--- src/rtl/endmem_pkg.sv ---
package endmem_pkg;
    localparam int BYTE_W = 8;
    localparam int LANES  = 4;
    localparam int WORD_W = BYTE_W * LANES;

    typedef logic [BYTE_W-1:0]             byte_t;
    typedef logic [LANES-1:0][BYTE_W-1:0]  lane_vec_t;

    typedef struct packed {
        logic              valid;
        logic              fault;
        logic [WORD_W-1:0] rdata;
    } rsp_t;
endpackage

--- src/rtl/endmem_addr_decode.sv ---
module endmem_addr_decode #(
    parameter int ADDR_W = 16,
    parameter int OFF_W  = 2,
    parameter int IDX_W  = 4
) (
    input  logic [ADDR_W-1:0] addr,
    output logic              misaligned,
    output logic [IDX_W-1:0]  word_idx
);
    // low offset bits select a byte inside a word; any non-zero value is off-boundary
    assign misaligned = |addr[OFF_W-1:0];
    // upper bits beyond the storage depth are discarded, giving modulo wrap
    assign word_idx   = addr[OFF_W +: IDX_W];
endmodule

--- src/rtl/endmem_lane_order.sv ---
module endmem_lane_order
    import endmem_pkg::*;
#(
    parameter int N_LANES = 4
) (
    input  logic                          big_endian,
    input  logic [N_LANES*BYTE_W-1:0]     word_in,
    output logic [N_LANES-1:0][BYTE_W-1:0] lanes_out,
    input  logic [N_LANES-1:0][BYTE_W-1:0] lanes_in,
    output logic [N_LANES*BYTE_W-1:0]     word_out
);
    // lane k is the byte at address base+k
    for (genvar k = 0; k < N_LANES; k++) begin : g_lane
        localparam int MSB_FIRST = N_LANES - 1 - k;
        assign lanes_out[k] = big_endian ? word_in[MSB_FIRST*BYTE_W +: BYTE_W]
                                         : word_in[k*BYTE_W +: BYTE_W];
        assign word_out[k*BYTE_W +: BYTE_W] = big_endian ? lanes_in[MSB_FIRST]
                                                         : lanes_in[k];
    end
endmodule

--- src/rtl/endmem_byte_store.sv ---
module endmem_byte_store
    import endmem_pkg::*;
#(
    parameter int DEPTH_BYTES = 64,
    parameter int N_LANES     = 4,
    localparam int WORDS      = DEPTH_BYTES / N_LANES,
    localparam int IDX_W      = $clog2(WORDS)
) (
    input  logic                           clk,
    input  logic                           rst_n,
    input  logic                           wr_en,
    input  logic [IDX_W-1:0]               idx,
    input  logic [N_LANES-1:0][BYTE_W-1:0] wr_lanes,
    output logic [N_LANES-1:0][BYTE_W-1:0] rd_lanes
);
    logic [N_LANES-1:0][BYTE_W-1:0] mem_q [WORDS];
    logic [N_LANES-1:0][BYTE_W-1:0] mem_d [WORDS];

    always_comb begin
        mem_d = mem_q;
        if (wr_en) begin
            mem_d[idx] = wr_lanes;
        end
    end

    always_ff @(posedge clk) begin
        if (!rst_n) begin
            for (int w = 0; w < WORDS; w++) begin
                mem_q[w] <= '0;
            end
        end else begin
            mem_q <= mem_d;
        end
    end

    assign rd_lanes = mem_q[idx];
endmodule

--- src/rtl/endian_word_port.sv ---
module endian_word_port
    import endmem_pkg::*;
#(
    parameter int ADDR_W      = 16,
    parameter int DEPTH_BYTES = 64
) (
    input  logic              clk,
    input  logic              rst_n,
    input  logic              req_valid,
    input  logic              req_write,
    input  logic [ADDR_W-1:0] req_addr,
    input  logic [31:0]       req_wdata,
    input  logic              big_endian,
    output logic              rsp_valid,
    output logic              rsp_fault,
    output logic [31:0]       rsp_rdata
);
    localparam int OFF_W = $clog2(LANES);
    localparam int WORDS = DEPTH_BYTES / LANES;
    localparam int IDX_W = $clog2(WORDS);

    logic                          misaligned;
    logic [IDX_W-1:0]              word_idx;
    logic [LANES-1:0][BYTE_W-1:0]  wr_lanes;
    logic [LANES-1:0][BYTE_W-1:0]  rd_lanes;
    logic [WORD_W-1:0]             rd_word;
    logic                          wr_en;
    rsp_t                          rsp_d, rsp_q;

    endmem_addr_decode #(
        .ADDR_W (ADDR_W),
        .OFF_W  (OFF_W),
        .IDX_W  (IDX_W)
    ) u_decode (
        .addr       (req_addr),
        .misaligned (misaligned),
        .word_idx   (word_idx)
    );

    endmem_lane_order #(
        .N_LANES (LANES)
    ) u_lanes (
        .big_endian (big_endian),
        .word_in    (req_wdata),
        .lanes_out  (wr_lanes),
        .lanes_in   (rd_lanes),
        .word_out   (rd_word)
    );

    endmem_byte_store #(
        .DEPTH_BYTES (DEPTH_BYTES),
        .N_LANES     (LANES)
    ) u_store (
        .clk      (clk),
        .rst_n    (rst_n),
        .wr_en    (wr_en),
        .idx      (word_idx),
        .wr_lanes (wr_lanes),
        .rd_lanes (rd_lanes)
    );

    always_comb begin
        wr_en       = req_valid && req_write && !misaligned;
        rsp_d       = '0;
        rsp_d.valid = req_valid;
        rsp_d.fault = req_valid && misaligned;
        if (req_valid && !req_write && !misaligned) begin
            rsp_d.rdata = rd_word;
        end
    end

    always_ff @(posedge clk) begin
        if (!rst_n) begin
            rsp_q <= '0;
        end else begin
            rsp_q <= rsp_d;
        end
    end

    assign rsp_valid = rsp_q.valid;
    assign rsp_fault = rsp_q.fault;
    assign rsp_rdata = rsp_q.rdata;
endmodule

--- config.mk ---
export PLATFORM = sky130hd
export DESIGN_NAME = endian_word_port
export DESIGN_NICKNAME = d
export VERILOG_FILES = /design/src/rtl/endmem_pkg.sv /design/src/rtl/endmem_addr_decode.sv /design/src/rtl/endmem_lane_order.sv /design/src/rtl/endmem_byte_store.sv /design/src/rtl/endian_word_port.sv
export SDC_FILE = /design/constraint.sdc
export NUM_CORES = 1
export LEC_CHECK = 0
export ABC_AREA = 1
export BUFFER_PORTS_ARGS = -buffer_cell sky130_fd_sc_hd__buf_2
export CAP_MARGIN = 20
export CORE_ASPECT_RATIO = 0.9
export CORE_MARGIN = 2
export CORE_UTILIZATION = 30
export DETAILED_ROUTE_END_ITERATION = 7
export GPL_TIMING_DRIVEN = 0
export PLACE_DENSITY = 0.48
export SETUP_SLACK_MARGIN = 0.2
export SLEW_MARGIN = 20
export SYNTH_ARGS = -nofsm -noshare
export SYNTH_HDL_FRONTEND = slang
export SYNTH_HIERARCHICAL = 1
export SYNTH_SLANG_ARGS = --single-unit
export TNS_END_PERCENT = 50
--- constraint.sdc ---
create_clock -name clk -period 2.1 [get_ports clk]
set_input_delay 0.42 -clock clk [delete_from_list [all_inputs] [get_ports clk]]
set_output_delay 0.42 -clock clk [all_outputs]
set_load 0.02 [all_outputs]
== After elaboration in Yosys (flattened, before gate mapping) ==
Cells that the tools add are included.

* Word-level logic and storage cells: 94
* Latch bits: 0
* Output and inout port bits: 34
* Input port bits: 53
* ROM bits: 0
* Memories: 0
* RAM bits: 0
* Bits in registers: 546

* Magnitude comparators: 2
* Shift operators: 0
* Mux-type cells: 14
* Multipliers: 0
* Add/sub/neg operators: 0
* Eq/ne operators: 0
* Div/mod/pow operators: 0
* Reduce and logical (&&, ||, !) cells: 10
* Bitwise gates (word level): 1

{| class="wikitable"
|+ Operators with widths
! cell !! count
|-
| $bwmux 512 || 1
|-
| $bmux 32 s4 || 1
|-
| $demux 32 s4 || 1
|-
| $mux 32 || 3
|-
| $mux 8 || 8
|-
| $logic_and 1x1->1 || 6
|-
| $ge 5x5->1 const B || 1
|-
| $lt 5x1->1 const B || 1
|-
| $not 4->5 || 1
|-
| $logic_not 1->1 || 2
|-
| $reduce_and 2->1 || 1
|-
| $reduce_or 2->1 || 1
|}

== Depth between registers and ports, before layout ==
Gate-level depths: netlist of the first run.

* Depth after elaboration: 6
* Mapped depth: 17
* Depth with buffers taken out: 13

== Modules after synthesis ==
The synthesis of the first run kept the hierarchy.

{| class="wikitable"
|+ Modules (own cells, without submodules)
! module !! seq. area each (sq um) !! times used !! area each (sq um) !! cells each
|-
| endmem_byte_store || 10249.8 || 1 || 23827.9 || 3857
|-
| endian_word_port || 680.7 || 1 || 1069.8 || 109
|-
| endmem_lane_order || 0.0 || 1 || 844.6 || 206
|-
| endmem_addr_decode || 0.0 || 1 || 41.3 || 7
|}

== Worst setup path before layout of the first run ==
No wires, ideal clock.

* Kind: input-to-reg
* From: input req_addr[0]
* To: register u_store/mem_q[384] in the netlist's numbering
* Data required time: 1.984 ns
* Arrival: 1.779 ns
* Slack: 0.205 ns
* Path buffers: 1
* Setup time: 0.116 ns
* Stages: 9
* Cell sequence: inv_1 -> nand2_1 -> nor2_1 -> nand3_4 -> nor2_2 -> inv_2 -> clkbuf_1 -> nor2_1 -> nor2_1

* Word-level cells in the longest chain between the ends: 3

{| class="wikitable"
|+ Ends and longest elaborated chain
! what !! RTL line !! text
|-
| start: declaration || endian_word_port.sv:11 || <nowiki>input logic [ADDR_W-1:0] req_addr,</nowiki>
|-
| $reduce_or 2->1 || endmem_addr_decode.sv:11 || <nowiki>assign misaligned = |addr[OFF_W-1:0];</nowiki>
|-
| via misaligned || endian_word_port.sv:22 || <nowiki>logic misaligned;</nowiki>
|-
| $logic_not 1->1 || endian_word_port.sv:63 || <nowiki>wr_en = req_valid && req_write && !misaligned;</nowiki>
|-
| $logic_and 1x1->1 || endian_word_port.sv:63 ||
|-
| via wr_en || endian_word_port.sv:27 || <nowiki>logic wr_en;</nowiki>
|-
| end signal: assignment || endmem_byte_store.sv:32 || <nowiki>mem_q <= mem_d;</nowiki>
|-
| end: declaration || endmem_byte_store.sv:16 || <nowiki>logic [N_LANES-1:0][BYTE_W-1:0] mem_q [WORDS];</nowiki>
|}

The timed path passes the listed nets, and every way through them passes these cells.
A chain may end at the register's enable or synchronous reset.

==> reports/metrics.yaml, run 1 <==
cpPeakStageDelay_ns: 0.59
syn-cell-area_sq_um: 25800
synthesis.nets: 4232
cpLargestDelayFamily: "buffers and inverters"
sw_frac_of_total_pct: 26.4
final_cells: 5505
cts_tree: "yes"
p_leak_nw: 15.0
grt_max_degree: 13
globalRouteMet3Util_pct: 5.38
dp.cells: 5385
fmaxAchievable_mhz: 516
die_area_sq_um: 88300
drtIter0Drc: 3228
wl_per_cell_microns: 21.6
die_h_microns: 282
setup_viol: 0
nFillCells: 9407
power_mw: 24.0
relSlewSlack_pct: 42.8
cts_max_path_buffers: 3
use_met2_pct: 38.2
seq_area_frac_synth_pct: 42.4
skew_ns: 0.0263
nets: 4374
synth.avg_cell_area_sq_um: 6.17
vias: 27200
fin_util_pct: 35.6
sequentialPowerShare_pct: 43.4
drc_errors: 0
grt_pass1_vias: 24400
hold_viol: 0
syn_inst: 4179
gr-usage-all-layers_pct: 26.3
ir_drop_mv: 0.478
grt_setup_unrepaired: "true"
ant_nets: 0
cp-end-kind: "register"
gp_congestion: 0.985
clock_latency_ns: 0.61
cpMaxStageDelayCell: "buf_2"
cts.sinks: 546
tightestPinTransition_ns: 0.858
crit_fanout: 10
via_per_inst: 4.93
p_int_mw: 17.7
worst_setup_path_start_kind: "input pin"
ys_types: 20
crit_top_cell: "buf_2"
ys_ff_latch: 546
area_growth_pct: 17.1
hold_class: "input pin to register"
initial_core_util_pct: 30.4
power_density_nw_per_um2: 795
wirelength_microns: 119000
dr.pass1.iters: 6
num_io_pins: 87
max_cap_violations: 0
required_ns: 2.64
p_comb_share_pct: 7.8
rows: 101
die_x_microns: 313
core_sq_um: 84800
dp_hpwl_microns: 85600
clockPowerShare_pct: 48.8
grt_pass1_wl_microns: 169000
gr-total-overflow: 0
grt_use_met1_pct: 38.1
numPortBuffers: 72
cts_buffers: 67
crit_type: "input pin to register"
path_cells: "buf_2 > inv_2 > buf_2 > nand2_1 > nand2_1 > clkbuf_2 > buf_2 > nor2_1 > nor2_1"
outcome: "finished, final reports clean"
worstPathArrival_ns: 2.48
root_buffer: "clkbuf_16"
layout_worst_path_cycle_share_pct: 92.3
layout-drive-gt1-share_pct: 11.9
synth_warnings: 6
period_minus_slack_ns: 1.94
top_usage_layer: "met2"
clkTransAtPathRegs_ns: 0.06
antenna_found_initial: 0
path_buf_inv: 5
maxSlewViolCount: 0
finalHoldWorstSlack_ns: 0.0846
power_switching_mw: 6.33
h-tree-depth: 3
## worst register-to-register path: stages (launching register included)
cell and delay, ns:
dfxtp_1 0.53, nand2_1 0.13, nand2_1 0.08, nand2_1 0.05, nand2_1 0.06, nand2_1 0.08
nand2_1 0.16, inv_1 0.06, nand2_1 0.15, nand2_1 0.07, nand2_1 0.09, inv_1 0.05
nor2_2 0.08
## final cells by class
class / instances / area, sq um / area share [%]
repair buffers: 73 / 375 / 1.24
multi-input cells: 3167 / 12800 / 42.6
diodes: 1 / 2.50 / 0.00829
inverters: 124 / 470 / 1.56
clock buffers: 105 / 2040 / 6.76
clock inverters: 14 / 138 / 0.456
well taps: 1133 / 1420 / 4.70
plain buffers: 342 / 1970 / 6.51
flip-flops and latches: 546 / 10900 / 36.2
## stage by stage
step	setup TNS [ns]	instance area, sq um	setup slack (ns)
final	0	30200	0.162
after global routing	0	30200	0.147
after CTS	0	30000	0.197
after detailed placement	-393.00	27600	-1.29
after global placement	-442.45	27600	-1.30
after floorplan	0	25800	0.205
## registers in the layout, indices dropped and copies added (netlist names)
register	cells
u_store/mem_q	512
rsp_rdata	32
rsp_valid	1
rsp_fault	1
## worst paths after layout
path | slack, ns | cells after the start | end | startpoint
min reg2reg | 0.46 | 2 | u_store/mem_q[103]$_SDFFE_PN0P_ | u_store/mem_q[103]$_SDFFE_PN0P_
max | 0.16 | 9 | u_store/mem_q[181]$_SDFFE_PN0P_ | big_endian
max reg2reg | 0.42 | 12 | rsp_rdata[0]$_SDFF_PN0_ | u_store/mem_q[504]$_SDFFE_PN0P_
min | 0.08 | 3 | rsp_valid$_SDFF_PN0_ | req_valid
## Yosys cell counts
| cell type | n | area share, % |
|---|---|---|
| a21oi_1 | 64 | 1.2 |
| clkbuf_8 | 6 | 0.32 |
| nor2_2 | 44 | 1.1 |
| nand2_4 | 1 | 0.044 |
| buf_4 | 13 | 0.38 |
| nand3_4 | 3 | 0.20 |
| buf_2 | 147 | 2.9 |
| buf_6 | 3 | 0.13 |
| nand3_1 | 64 | 1.2 |
| nand2_1 | 1639 | 24 |
| dfxtp_1 | 546 | 42 |
| nand3_2 | 1 | 0.039 |
| nor2_4 | 2 | 0.087 |
| inv_1 | 99 | 1.4 |
| nor2_1 | 901 | 13 |
| inv_2 | 25 | 0.36 |
| o21ai_1 | 45 | 0.87 |
| buf_1 | 45 | 0.66 |
| clkbuf_1 | 128 | 1.9 |
| o21ai_0 | 403 | 7.8 |
## per-layer routing
layer	share of wire, %	vias to the layer above
met5	0	-
met4	3.6	0
met3	8.9	203
met2	41	1148
met1	47	12700
li1	-	13100
## cells in the final DEF, fill, tap and decap left out, types with 4 or more instances in the layout
master | Yosys | final
inv_2 | 25 | 24
buf_2 | 147 | 210
buf_6 | 3 | 12
nand2_2 | 0 | 18
o21ai_0 | 403 | 403
nand2_1 | 1639 | 1621
clkinv_2 | 0 | 7
buf_8 | 0 | 7
nand3_1 | 64 | 64
o21ai_1 | 45 | 45
clkbuf_1 | 128 | 99
inv_1 | 99 | 99
clkbuf_4 | 0 | 19
clkbuf_16 | 0 | 69
a21oi_1 | 64 | 64
clkbuf_2 | 0 | 34
buf_1 | 45 | 10
nor2_1 | 901 | 900
clkbuf_8 | 6 | 27
nor2_2 | 44 | 43
dfxtp_1 | 546 | 546
nor2_4 | 2 | 4
buf_4 | 13 | 29
## power groups by stage
stage	logic, mW	clock network [mW]	registers [mW]
floorplan	0.787	0	10.6
global placement	1.73	0	10.6
detailed placement	1.73	0	10.6
CTS	1.80	11.9	10.4
global route	1.92	12.3	10.4
finish	1.88	11.7	10.4
## cells by family after synthesis
family	Yosys count	synth area share (%)
AOI/OAI and AO/OA	512	9.94
buffers and inverters	466	8.01
DFF	546	42.4
and+or+nand+nor	2655	39.7
## what timing repair did
action | 4_1_cts | 5_1_grt
setup buffers | 0 | 0
gates resized for setup | 116 | 86
setup endpoints to repair | 538 | 164
hold buffers | 0 | 0
(Power assumes the default switching activity.)
==> run 2, diff against run 1 <==
clock period = 2.4 ns   (was 2.1 ns; I/O delays follow)
==> run 2 against run 1 <==
  * Combinational power down 15%
  * Sequential cell count did not move
  * Clock-buffer cell count unchanged
==> reports/metrics.yaml, run 2 (synthesis results as in run 1) <==
initial_core_util_pct: 30.4
ant_nets: 0
power_density_nw_per_um2: 699
crit_type: "input pin to register"
grt_pass1_wl_microns: 169000
layout_worst_path_cycle_share_pct: 95.9
ir_drop_mv: 0.420
p_leak_nw: 14.9
cts_buffers: 67
grt_pass1_vias: 24400
final_cell_mix: "nand2_1, nor2_1, dfxtp_1"
gr-total-overflow: 0
dr.pass1.iters: 6
wl_per_cell_microns: 21.6
cts.sinks: 546
cpPeakStageDelay_ns: 0.54
vias: 27100
reg2reg_from: "u_store/mem_q[504]$_SDFFE_PN0P_"
cpLargestDelayFamily: "simple AND/OR/NAND/NOR gates"
grt_setup_unrepaired: "true"
post_cts_buffers: 0
cts_tree: "yes"
wirelength_microns: 119000
layout-drive-gt1-share_pct: 10.9
setup_tns_ns: 0
gp_congestion: 0.985
numPortBuffers: 72
fmaxAchievable_mhz: 435
num_io_pins: 87
die_area_sq_um: 88300
drtIter0Drc: 3365
setup_viol: 0
path_cells: "buf_2 > inv_1 > nand2_1 > nor2_2 > nand3_4 > nor2_2 > inv_2 > clkbuf_1 > nor2_1 > nor2_1"
die_h_microns: 282
outcome: "finished, final reports clean"
timing.rr.end: "rsp_rdata[0]$_SDFF_PN0_"
r2r_slack_ns: 0.79
power_mw: 20.9
required_ns: 2.88
antenna_found_initial: 1
core_sq_um: 84800
drc_errors: 0
skew_ns: 0.0255
hold_class: "input pin to register"
cp-end-kind: "register"
design_area_sq_um: 30000
hold_viol: 0
top_register: "u_store/mem_q"
die_x_microns: 313
root_buffer: "clkbuf_16"
rows: 101
min_from: "req_valid"
gr-usage-all-layers_pct: 26.2
h-tree-depth: 3
clkTransAtPathRegs_ns: 0.06
relSlewSlack_pct: 31.6
nets: 4374
tightestPinTransition_ns: 1.03
max_cap_violations: 0
area_growth_pct: 16.2
dp_hpwl_microns: 85600
largest_register_ffs: 512
worstPathArrival_ns: 2.78
grt_max_degree: 13
crit_start: "req_addr[0]"
cts_max_path_buffers: 3
min_path_cells: 3
worst_setup_path_start_kind: "input pin"
clock_latency_ns: 0.61
cpMaxStageDelayCell: "nor2_2"
maxSlewViolCount: 0
min_to: "rsp_valid$_SDFF_PN0_"
layout_commonest_cell: "nand2_1"
crit_fanout: 10
reg2reg_depth: 12
period_minus_slack_ns: 2.30
path_buf_inv: 4
placed_area_sq_um: 27600
via_per_inst: 4.92
run 2: cell count changes in the layout (fill, tap and decap cells not counted), sizes merged:
cell,previous run,this run
clkdlybuf4s15,3,6
clkbuf,248,253
buf,269,261
run 2: how the worst max path moves through the flow:
| stage | to | depth (start not counted) |
|---|---|---|
| 6_report | u_store/mem_q[36]$_SDFFE_PN0P_ | 10 |
| 4_1_cts | u_store/mem_q[399]$_SDFFE_PN0P_ | 9 |
| 3_5_place_dp | rsp_rdata[29]$_SDFF_PN0_ | 16 |
| 2_1_floorplan | u_store/mem_q[384]$_SDFFE_PN0P_ | 9 |
| 3_3_place_gp | u_store/mem_q[374]$_SDFFE_PN0P_ | 9 |
| 5_1_grt | u_store/mem_q[457]$_SDFFE_PN0P_ | 9 |
run 2: report_power, final:
group	internal [mW]	switching [mW]
Combinational	0.270	1.33
Sequential	9.10	0.0172
Clock	6.06	4.18
Total	15.4	5.52
run 2: timing repair:
action / CTS / global route
hold buffers: 0 / 0
endpoints found under the setup margin: 308 / 208
resized for setup: 38 / 67
cloned: 0 / 0
run 2: through the flow:
stage	utilization [%]	hold slack [ns]	setup slack, ns	cells
2_1_floorplan	-	0.440	0.445	4179
3_3_place_gp	32.5	0.452	-1.06	5384
3_5_place_dp	32.5	0.454	-1.05	5385
4_1_cts	35.2	0.123	0.108	5504
5_1_grt	35.3	0.148	0.0904	5504
6_report	35.3	0.146	0.0994	5505
run 2: worst reg2reg max path: cells and delay by family, from the launching register on:
family                 cells  cell delay, ns
DFF                        1            0.51
and+or+nand+nor           10            0.91
buffers and inverters      2            0.11
run 2: per-layer routing:
metal	GRT usage, %	share of wire, %
met5	0	0.011
met4	9.26	3.4
met3	5.43	8.5
met2	38.1	41
met1	38.0	47
run 2: final cells by class:
class	count	area, sq um
Sequential cell	546	10900
Clock inverter	14	138
Buffer	342	1780
Clock buffer	105	2040
Multi-Input combinational cell	3167	12800
Tap cell	1133	1420
Fill cell	9413	54800
Inverter	124	468
Timing Repair Buffer	73	375
Antenna cell	1	2.50
